`src/rtl/sec_rtc_pkg.sv`:
```
package sec_rtc_pkg;
  localparam int unsigned BUS_W = 16;
  localparam int unsigned CNT_W = 2 * BUS_W;

  // word index = byte offset / 4
  localparam logic [3:0] IX_CTRL   = 4'd0;
  localparam logic [3:0] IX_RATE_L = 4'd1;
  localparam logic [3:0] IX_RATE_H = 4'd2;
  localparam logic [3:0] IX_LOAD_L = 4'd3;
  localparam logic [3:0] IX_LOAD_H = 4'd4;
  localparam logic [3:0] IX_MTCH_L = 4'd5;
  localparam logic [3:0] IX_MTCH_H = 4'd6;
  localparam logic [3:0] IX_STAT   = 4'd7;
  localparam logic [3:0] IX_SNAP_L = 4'd8;
  localparam logic [3:0] IX_SNAP_H = 4'd9;

  // control bit positions (software decodes these)
  localparam int unsigned CB_RUN   = 0;
  localparam int unsigned CB_EN    = 1;
  localparam int unsigned CB_WRAP  = 2;
  localparam int unsigned CB_LOAD  = 3;
  localparam int unsigned CB_SNAP  = 4;
  localparam int unsigned CB_MASK  = 5;
  localparam int unsigned CB_FORCE = 6;
  localparam int unsigned CB_CLR   = 7;

  typedef struct packed {
    logic clr;
    logic force_on;
    logic mask;
    logic snap_req;
    logic load_req;
    logic wrap;
    logic en;
    logic run;
  } ctrl_t;

  // a tick is due when the divider reached rate-1 (rates 0 and 1 tick always)
  function automatic logic tick_due(input logic [CNT_W-1:0] pcnt,
                                    input logic [CNT_W-1:0] rate);
    return (rate <= 1) || (pcnt >= rate - 1);
  endfunction

  // next seconds value: saturate at all ones unless wrapping
  function automatic logic [CNT_W-1:0] next_secs(input logic [CNT_W-1:0] cur,
                                                 input logic wrap);
    if (&cur && !wrap) return cur;
    return cur + 1'b1;
  endfunction
endpackage

```
`src/rtl/sec_rtc_regs.sv`:
```
module sec_rtc_regs
  import sec_rtc_pkg::*;
#(
  parameter logic [CNT_W-1:0] DEF_RATE = 32'd32768,
  parameter int unsigned ADDR_W = 6
) (
  input  logic              clk,
  input  logic              rst_n,
  input  logic              bus_wr,
  input  logic [ADDR_W-1:0] bus_addr,
  input  logic [BUS_W-1:0]  bus_wdata,
  output logic [BUS_W-1:0]  bus_rdata,
  input  logic [CNT_W-1:0]  snap,
  input  logic              st_raw,
  input  logic              st_alarm,
  output ctrl_t             ctrl,
  output logic [CNT_W-1:0]  rate,
  output logic [CNT_W-1:0]  load_val,
  output logic [CNT_W-1:0]  match_val
);
  localparam int unsigned IX_W = ADDR_W - 2;

  logic            aligned;
  logic [IX_W-1:0] widx;
  logic            wr_ctrl;

  assign aligned = (bus_addr[1:0] == 2'b00);
  assign widx    = bus_addr[ADDR_W-1:2];
  assign wr_ctrl = bus_wr && aligned && (widx == IX_W'(IX_CTRL));

  always_ff @(posedge clk or negedge rst_n) begin
    if (!rst_n) begin
      ctrl <= '{run: 1'b1, mask: 1'b1, default: 1'b0};
    end else if (wr_ctrl) begin
      ctrl.run      <= bus_wdata[CB_RUN];
      ctrl.en       <= bus_wdata[CB_EN];
      ctrl.wrap     <= bus_wdata[CB_WRAP];
      ctrl.mask     <= bus_wdata[CB_MASK];
      ctrl.force_on <= bus_wdata[CB_FORCE];
      ctrl.load_req <= bus_wdata[CB_LOAD] & bus_wdata[CB_RUN];
      ctrl.snap_req <= bus_wdata[CB_SNAP] & bus_wdata[CB_RUN];
      ctrl.clr      <= bus_wdata[CB_CLR]  & bus_wdata[CB_RUN];
    end else begin
      ctrl.load_req <= 1'b0;
      ctrl.snap_req <= 1'b0;
      ctrl.clr      <= 1'b0;
    end
  end

  always_ff @(posedge clk or negedge rst_n) begin
    if (!rst_n) begin
      rate      <= DEF_RATE;
      load_val  <= '0;
      match_val <= '0;
    end else if (bus_wr && aligned) begin
      case (widx)
        IX_W'(IX_RATE_L): rate[BUS_W-1:0]          <= bus_wdata;
        IX_W'(IX_RATE_H): rate[CNT_W-1:BUS_W]      <= bus_wdata;
        IX_W'(IX_LOAD_L): load_val[BUS_W-1:0]      <= bus_wdata;
        IX_W'(IX_LOAD_H): load_val[CNT_W-1:BUS_W]  <= bus_wdata;
        IX_W'(IX_MTCH_L): match_val[BUS_W-1:0]     <= bus_wdata;
        IX_W'(IX_MTCH_H): match_val[CNT_W-1:BUS_W] <= bus_wdata;
        default: ;
      endcase
    end
  end

  always_comb begin
    bus_rdata = '0;
    if (aligned) begin
      case (widx)
        IX_W'(IX_CTRL):   bus_rdata = BUS_W'(ctrl);
        IX_W'(IX_RATE_L): bus_rdata = rate[BUS_W-1:0];
        IX_W'(IX_RATE_H): bus_rdata = rate[CNT_W-1:BUS_W];
        IX_W'(IX_LOAD_L): bus_rdata = load_val[BUS_W-1:0];
        IX_W'(IX_LOAD_H): bus_rdata = load_val[CNT_W-1:BUS_W];
        IX_W'(IX_MTCH_L): bus_rdata = match_val[BUS_W-1:0];
        IX_W'(IX_MTCH_H): bus_rdata = match_val[CNT_W-1:BUS_W];
        IX_W'(IX_STAT):   bus_rdata = BUS_W'({st_alarm, st_raw});
        IX_W'(IX_SNAP_L): bus_rdata = snap[BUS_W-1:0];
        IX_W'(IX_SNAP_H): bus_rdata = snap[CNT_W-1:BUS_W];
        default:          bus_rdata = '0;
      endcase
    end
  end

  AST_LOAD_SELFCLR: assert property (@(posedge clk) disable iff (!rst_n)
    (ctrl.load_req && !wr_ctrl) |=> !ctrl.load_req);
  AST_CLR_SELFCLR: assert property (@(posedge clk) disable iff (!rst_n)
    (ctrl.clr && !wr_ctrl) |=> !ctrl.clr);
  AST_REQ_IN_SRST: assert property (@(posedge clk) disable iff (!rst_n)
    !ctrl.run |-> !(ctrl.load_req || ctrl.snap_req || ctrl.clr));
endmodule

```
`src/rtl/sec_rtc_prescale.sv`:
```
module sec_rtc_prescale
  import sec_rtc_pkg::*;
(
  input  logic             clk,
  input  logic             rst_n,
  input  logic             run,
  input  logic             en,
  input  logic             restart,
  input  logic [CNT_W-1:0] rate,
  output logic             tick
);
  logic [CNT_W-1:0] pcnt;

  assign tick = run && en && tick_due(pcnt, rate);

  always_ff @(posedge clk or negedge rst_n) begin
    if (!rst_n)                 pcnt <= '0;
    else if (!run || restart)   pcnt <= '0;
    else if (en)                pcnt <= tick ? '0 : pcnt + 1'b1;
  end

  AST_TICK_SPACING: assert property (@(posedge clk) disable iff (!rst_n)
    (tick && rate > 1) |=> (!tick || rate != $past(rate)));
  AST_PRESCALE_SRST: assert property (@(posedge clk) disable iff (!rst_n)
    !run |=> (pcnt == '0));
endmodule

```
`src/rtl/sec_rtc_counter.sv`:
```
module sec_rtc_counter
  import sec_rtc_pkg::*;
(
  input  logic             clk,
  input  logic             rst_n,
  input  logic             run,
  input  logic             wrap,
  input  logic             tick,
  input  logic             load_req,
  input  logic             snap_req,
  input  logic [CNT_W-1:0] load_val,
  output logic [CNT_W-1:0] secs,
  output logic [CNT_W-1:0] snap
);
  always_ff @(posedge clk or negedge rst_n) begin
    if (!rst_n) begin
      secs <= '0;
      snap <= '0;
    end else begin
      if (!run)          secs <= '0;
      else if (load_req) secs <= load_val;
      else if (tick)     secs <= next_secs(secs, wrap);
      if (snap_req)      snap <= secs;
    end
  end

  AST_LOAD_COPY: assert property (@(posedge clk) disable iff (!rst_n)
    (load_req && run) |=> (secs == $past(load_val)));
  AST_SNAP_COPY: assert property (@(posedge clk) disable iff (!rst_n)
    snap_req |=> (snap == $past(secs)));
  AST_SATURATE: assert property (@(posedge clk) disable iff (!rst_n)
    (run && !load_req && !wrap && &secs) |=> &secs);
  AST_SRST_ZERO: assert property (@(posedge clk) disable iff (!rst_n)
    !run |=> (secs == '0));
endmodule

```
`src/rtl/sec_rtc_alarm.sv`:
```
module sec_rtc_alarm
  import sec_rtc_pkg::*;
(
  input  logic             clk,
  input  logic             rst_n,
  input  logic             run,
  input  logic [CNT_W-1:0] secs,
  input  logic [CNT_W-1:0] match_val,
  input  logic             mask,
  input  logic             force_on,
  input  logic             clr,
  output logic             st_raw,
  output logic             st_alarm
);
  logic eq_now;
  logic eq_prev;
  logic hit;
  logic pending;

  assign eq_now   = (secs == match_val);
  assign hit      = run && eq_now && !eq_prev;
  assign st_raw   = pending || force_on;
  assign st_alarm = st_raw && !mask;

  always_ff @(posedge clk or negedge rst_n) begin
    if (!rst_n) begin
      eq_prev <= 1'b1;
      pending <= 1'b0;
    end else begin
      eq_prev <= eq_now;
      if (!run)      pending <= 1'b0;
      else if (hit)  pending <= 1'b1;
      else if (clr)  pending <= 1'b0;
    end
  end

  AST_HIT_PENDS: assert property (@(posedge clk) disable iff (!rst_n)
    hit |=> pending);
  AST_CLR_EFFECT: assert property (@(posedge clk) disable iff (!rst_n)
    (clr && !hit) |=> !pending);
  AST_PENDING_SRST: assert property (@(posedge clk) disable iff (!rst_n)
    !run |=> !pending);
endmodule

```
`src/rtl/sec_rtc.sv`:
```
module sec_rtc
  import sec_rtc_pkg::*;
#(
  parameter logic [31:0] DEF_RATE = 32'd32768,
  parameter int unsigned ADDR_W   = 6
) (
  input  logic              clk,
  input  logic              rst_n,
  input  logic              bus_wr,
  input  logic [ADDR_W-1:0] bus_addr,
  input  logic [15:0]       bus_wdata,
  output logic [15:0]       bus_rdata,
  output logic              irq
);
  ctrl_t            ctrl;
  logic [CNT_W-1:0] rate;
  logic [CNT_W-1:0] load_val;
  logic [CNT_W-1:0] match_val;
  logic [CNT_W-1:0] secs;
  logic [CNT_W-1:0] snap;
  logic             tick;
  logic             st_raw;
  logic             st_alarm;

  sec_rtc_regs #(.DEF_RATE(DEF_RATE), .ADDR_W(ADDR_W)) u_regs (
    .clk(clk), .rst_n(rst_n), .bus_wr(bus_wr), .bus_addr(bus_addr),
    .bus_wdata(bus_wdata), .bus_rdata(bus_rdata), .snap(snap),
    .st_raw(st_raw), .st_alarm(st_alarm), .ctrl(ctrl), .rate(rate),
    .load_val(load_val), .match_val(match_val)
  );

  sec_rtc_prescale u_pre (
    .clk(clk), .rst_n(rst_n), .run(ctrl.run), .en(ctrl.en),
    .restart(ctrl.load_req), .rate(rate), .tick(tick)
  );

  sec_rtc_counter u_cnt (
    .clk(clk), .rst_n(rst_n), .run(ctrl.run), .wrap(ctrl.wrap), .tick(tick),
    .load_req(ctrl.load_req), .snap_req(ctrl.snap_req), .load_val(load_val),
    .secs(secs), .snap(snap)
  );

  sec_rtc_alarm u_alm (
    .clk(clk), .rst_n(rst_n), .run(ctrl.run), .secs(secs),
    .match_val(match_val), .mask(ctrl.mask), .force_on(ctrl.force_on),
    .clr(ctrl.clr), .st_raw(st_raw), .st_alarm(st_alarm)
  );

  assign irq = st_alarm;

  AST_FROZEN_WHEN_OFF: assert property (@(posedge clk) disable iff (!rst_n)
    (ctrl.run && !ctrl.en && !ctrl.load_req) |=> $stable(secs));
  AST_MASK_QUIET: assert property (@(posedge clk) disable iff (!rst_n)
    ctrl.mask |-> !irq);
  AST_FORCE_IRQ: assert property (@(posedge clk) disable iff (!rst_n)
    (ctrl.force_on && !ctrl.mask) |-> irq);
endmodule

```
`config.mk`:
```
export PLATFORM = sky130hd
export DESIGN_NAME = sec_rtc
export DESIGN_NICKNAME = d
export VERILOG_FILES = /design/src/rtl/sec_rtc_pkg.sv /design/src/rtl/sec_rtc_regs.sv /design/src/rtl/sec_rtc_prescale.sv /design/src/rtl/sec_rtc_counter.sv /design/src/rtl/sec_rtc_alarm.sv /design/src/rtl/sec_rtc.sv
export SDC_FILE = /design/constraint.sdc
export NUM_CORES = 1
export LEC_CHECK = 0
export ABC_AREA = 0
export BUFFER_PORTS_ARGS = -buffer_cell sky130_fd_sc_hd__buf_2
export CORE_MARGIN = 5
export CORE_UTILIZATION = 46
export DETAILED_ROUTE_END_ITERATION = 10
export PLACE_DENSITY = 0.6
export RECOVER_POWER = 50
export SLEW_MARGIN = 0
export SYNTH_ARGS = -nofsm -noshare
export SYNTH_HDL_FRONTEND = slang
export SYNTH_SLANG_ARGS = --single-unit
```
`constraint.sdc`:
```
create_clock -name clk -period 9.4 [get_ports clk]
set_input_delay 0.94 -clock clk [delete_from_list [all_inputs] [get_ports clk]]
set_output_delay 0.94 -clock clk [all_outputs]
set_load 0.005 [all_outputs]
```
==> impl_metrics.env <==
export IMPL_outcome="finished with violations"
export IMPL_violations="capacitance limit, slew limit"
export IMPL_finalSetupViolCount=0
export IMPL_n_antenna_cell=0
export IMPL_synth_seq_area_share_pct=43.7
export IMPL_detailroute_via_count=9142
export IMPL_drt_drc_violations_left=0
export IMPL_syn_area_per_cell_um2=10.5
export IMPL_placed_cell_area_mm2=0.0120
export IMPL_die_w_um=169
export IMPL_ant_nets=0
export IMPL_drv_slew=83
export IMPL_hold_viol_final=0
export IMPL_period_minus_slack_ns=5.01
export IMPL_drive_gt1_share_pct=21.7
export IMPL_synthCells=1097
export IMPL_post_cts_resized=0
export IMPL_design_area_mm2=0.0128
export IMPL_crit_path_max_incr_delay_ns=0.59
export IMPL_worstReg2RegStart="u_regs.rate[2]$_DFFE_PN0P_"
export IMPL_io_buffers=41
export IMPL_tightest_slew_ns=2.59
export IMPL_stdcell_count=1458
export IMPL_nets=1172
export IMPL_die_area_mm2=0.0284
export IMPL_period_share_pct=53.3
export IMPL_rsz0062_at_grt="false"
export IMPL_synthFlopType="dfrtp_1"
export IMPL_total_power_mw=2.54
export IMPL_yosysWarnings=0
export IMPL_gp_congestion=0.865
export IMPL_startpoint="u_regs.rate[2]$_DFFE_PN0P_"
export IMPL_ys_top_cells_by_count="dfrtp_1, mux2_2, nor2_1"
export IMPL_drt_initial_drc_count=986
export IMPL_synth_top_area_share_pct=42.8
export IMPL_crit_type="flip-flop to flip-flop"
export IMPL_final_util_pct=51.2
export IMPL_grt_usage_pct=25.0
export IMPL_clk_path_buf_depth=3
export IMPL_slew_headroom_pct=-72.8
export IMPL_die_h_um=169
export IMPL_post_synth_top_count_cell="dfrtp_1"
export IMPL_clkLatencyLatePin_ns=0.52
export IMPL_hp_class="flip-flop to flip-flop"
export IMPL_path_cells="or4_1 -> nor3_2 -> nand3_1 -> or3_1 -> nor2_1 -> nand2_1 -> xor2_1 -> ha_1 -> a21o_1 -> a221o_1 -> a2111oi_0 -> o221ai_1 -> a21oi_4 -> buf_4 -> nor4_1 -> a211o_1"
export IMPL_crit_fanout=35
export IMPL_cp_buffers_inverters=1
export IMPL_cts_tree="built"
export IMPL_num_rows=58
export IMPL_crit_family="simple AND/OR/NAND/NOR gates"
export IMPL_core_area_mm2=0.0250
export IMPL_syn_area_mm2=0.0116
export IMPL_syn_nets=1158
export IMPL_synth_seq_cells=202
export IMPL_syn2layout_area_growth_pct=10.6
export IMPL_cts_made_buffers=24
export IMPL_root_buffer="clkbuf_16"
export IMPL_grt_pass1_vias=9016
export IMPL_grt_pass1_wl_um=55300
export IMPL_ys_top_cells_by_area="dfrtp_1, mux2_2, xor2_1"
export IMPL_tns_ns=0
export IMPL_fmax_mhz=199
export IMPL_antenna_found_initial=0
export IMPL_yosys_area_top_type="dfrtp_1"
export IMPL_critPathRequiredTime_ns=9.81
export IMPL_wl_per_cell_um=24.4
export IMPL_dp_cells=1415
export IMPL_startpoint_type="flip-flop"
export IMPL_peakVddDrop_uv=134
export IMPL_powerDensity_mw_per_mm2=198
export IMPL_ys_async_sr_fraction_pct=100
export IMPL_hpwlAfterDp_um=24800
export IMPL_synth_edf_count=0
export IMPL_grt_overflow=0
export IMPL_grt_max_degree=85
export IMPL_cap_viol_max_count=2
export IMPL_cp_slowest_cell="or4_1"
export IMPL_fillers=2272
export IMPL_initial_core_util_pct=46.3
export IMPL_clk_pin_slew_ns=0.06
export IMPL_num_io_pins=42
export IMPL_routed_wirelength_um=35600
export IMPL_dr_pass1_iters=6
export IMPL_finClkSkew_ns=0.0125
export IMPL_worstHoldStart="u_cnt.snap[4]$_DFFE_PN0P_"
export IMPL_cts_setup_buffers=0
export IMPL_cp_arrival_ns=5.42
export IMPL_ys_types=77
export IMPL_hold_buffers=0
export IMPL_cts_htree_levels=1
export IMPL_cp_end_kind="flip-flop"
export IMPL_routed_via_density=6.27
export IMPL_p_leak_nw=5.57
export IMPL_clkSinkCount=202
[layout make-up]
cell class	count	area [um^2]	area share, %
clock inverters	11	110	0.861
flip-flops and latches	202	5060	39.6
clock buffers	32	692	5.41
repair buffers	56	290	2.27
multi-input cells	817	6190	48.4
inverters	10	37.5	0.293
well taps	330	413	3.23
[final timing paths]
kind / end / slack (ns) / depth (start not counted)
hold reg to reg: u_cnt.snap[4]$_DFFE_PN0P_ / 0.51 / 1
hold / removal: u_cnt.snap[4]$_DFFE_PN0P_ / 0.51 / 1
setup / recovery: u_cnt.secs[6]$_DFFE_PN0P_ / 4.39 / 16
setup reg to reg: u_cnt.secs[6]$_DFFE_PN0P_ / 4.39 / 16
min in group asynchronous: u_pre.pcnt[6]$_DFFE_PN0P_ / 1.22 / 1
max in group asynchronous: u_regs.match_val[25]$_DFFE_PN0P_ / 5.04 / 3
[placed cells by master (no fill, tap or decap), types with 5 or more instances in the layout]
cell type,synthesis,routed
xor2_1,57,57
o21ai_1,17,17
inv_1,9,9
nand4_1,24,24
o21a_1,6,6
nor2b_1,5,5
nand2b_1,19,19
clkinv_2,0,7
buf_2,9,37
a22o_1,7,7
nor4_1,20,20
clkbuf_16,0,25
clkbuf_1,48,13
buf_4,6,9
nor3b_1,5,5
o21ai_0,14,14
nor3_1,33,30
or3_1,9,9
and4_1,9,9
and3_1,17,17
a22oi_1,43,43
ha_1,36,36
dfrtp_1,198,197
a221oi_1,9,9
nand3_1,38,38
a222oi_1,7,7
o211ai_1,17,17
or4_1,7,7
mux2_2,131,131
a21oi_1,17,17
a41oi_1,10,10
nand2_1,52,52
o31ai_1,16,16
xnor2_1,33,33
nor2_1,79,78
a31oi_1,21,21
[where the power goes]
group	leakage, nW	internal (mW)	total [mW]	switching (mW)
Sequential	2.65	0.957	1.09	0.134
Clock	0.396	0.570	0.950	0.380
Combinational	2.53	0.203	0.496	0.294
Total	5.57	1.73	2.54	0.808
[per-stage QoR]
step | hold WS [ns] | setup WS (ns)
6_report | 0.507 | 4.39
5_1_grt | 0.518 | 4.09
4_1_cts | 0.360 | 4.40
3_5_place_dp | 0.494 | 4.42
3_3_place_gp | 0.489 | 4.54
2_1_floorplan | 0.480 | 5.10
[logic make-up (layout without fill, tap and decap cells)]
family	Yosys count	in the layout	share of synthesized area [%]
fa+ha+maj	36	36	3.89
buf+inv	78	109	3.08
simple gates	343	343	15.9
mux	133	133	12.9
xor+xnor	90	90	6.81
compound gates	215	215	13.6
flops	202	202	43.7
[state kept, by name, indices dropped and copies added (netlist names)]
register,flops
u_alm.eq_prev,1
u_regs.load_val,32
u_pre.pcnt,32
u_regs.rate,32
u_regs.ctrl,8
u_regs.match_val,32
u_alm.pending,1
u_cnt.snap,32
u_cnt.secs,32
[per-layer routing]
metal	GRT usage (%)	wire, um	vias to the layer above
met2	38.9	16300	336
li1	-	-	4146
met3	4.39	2670	60
met4	8.72	1180	0
met5	0	0	-
met1	35.4	15400	4600
No activity file was read; power rests on OpenSTA's default activity.
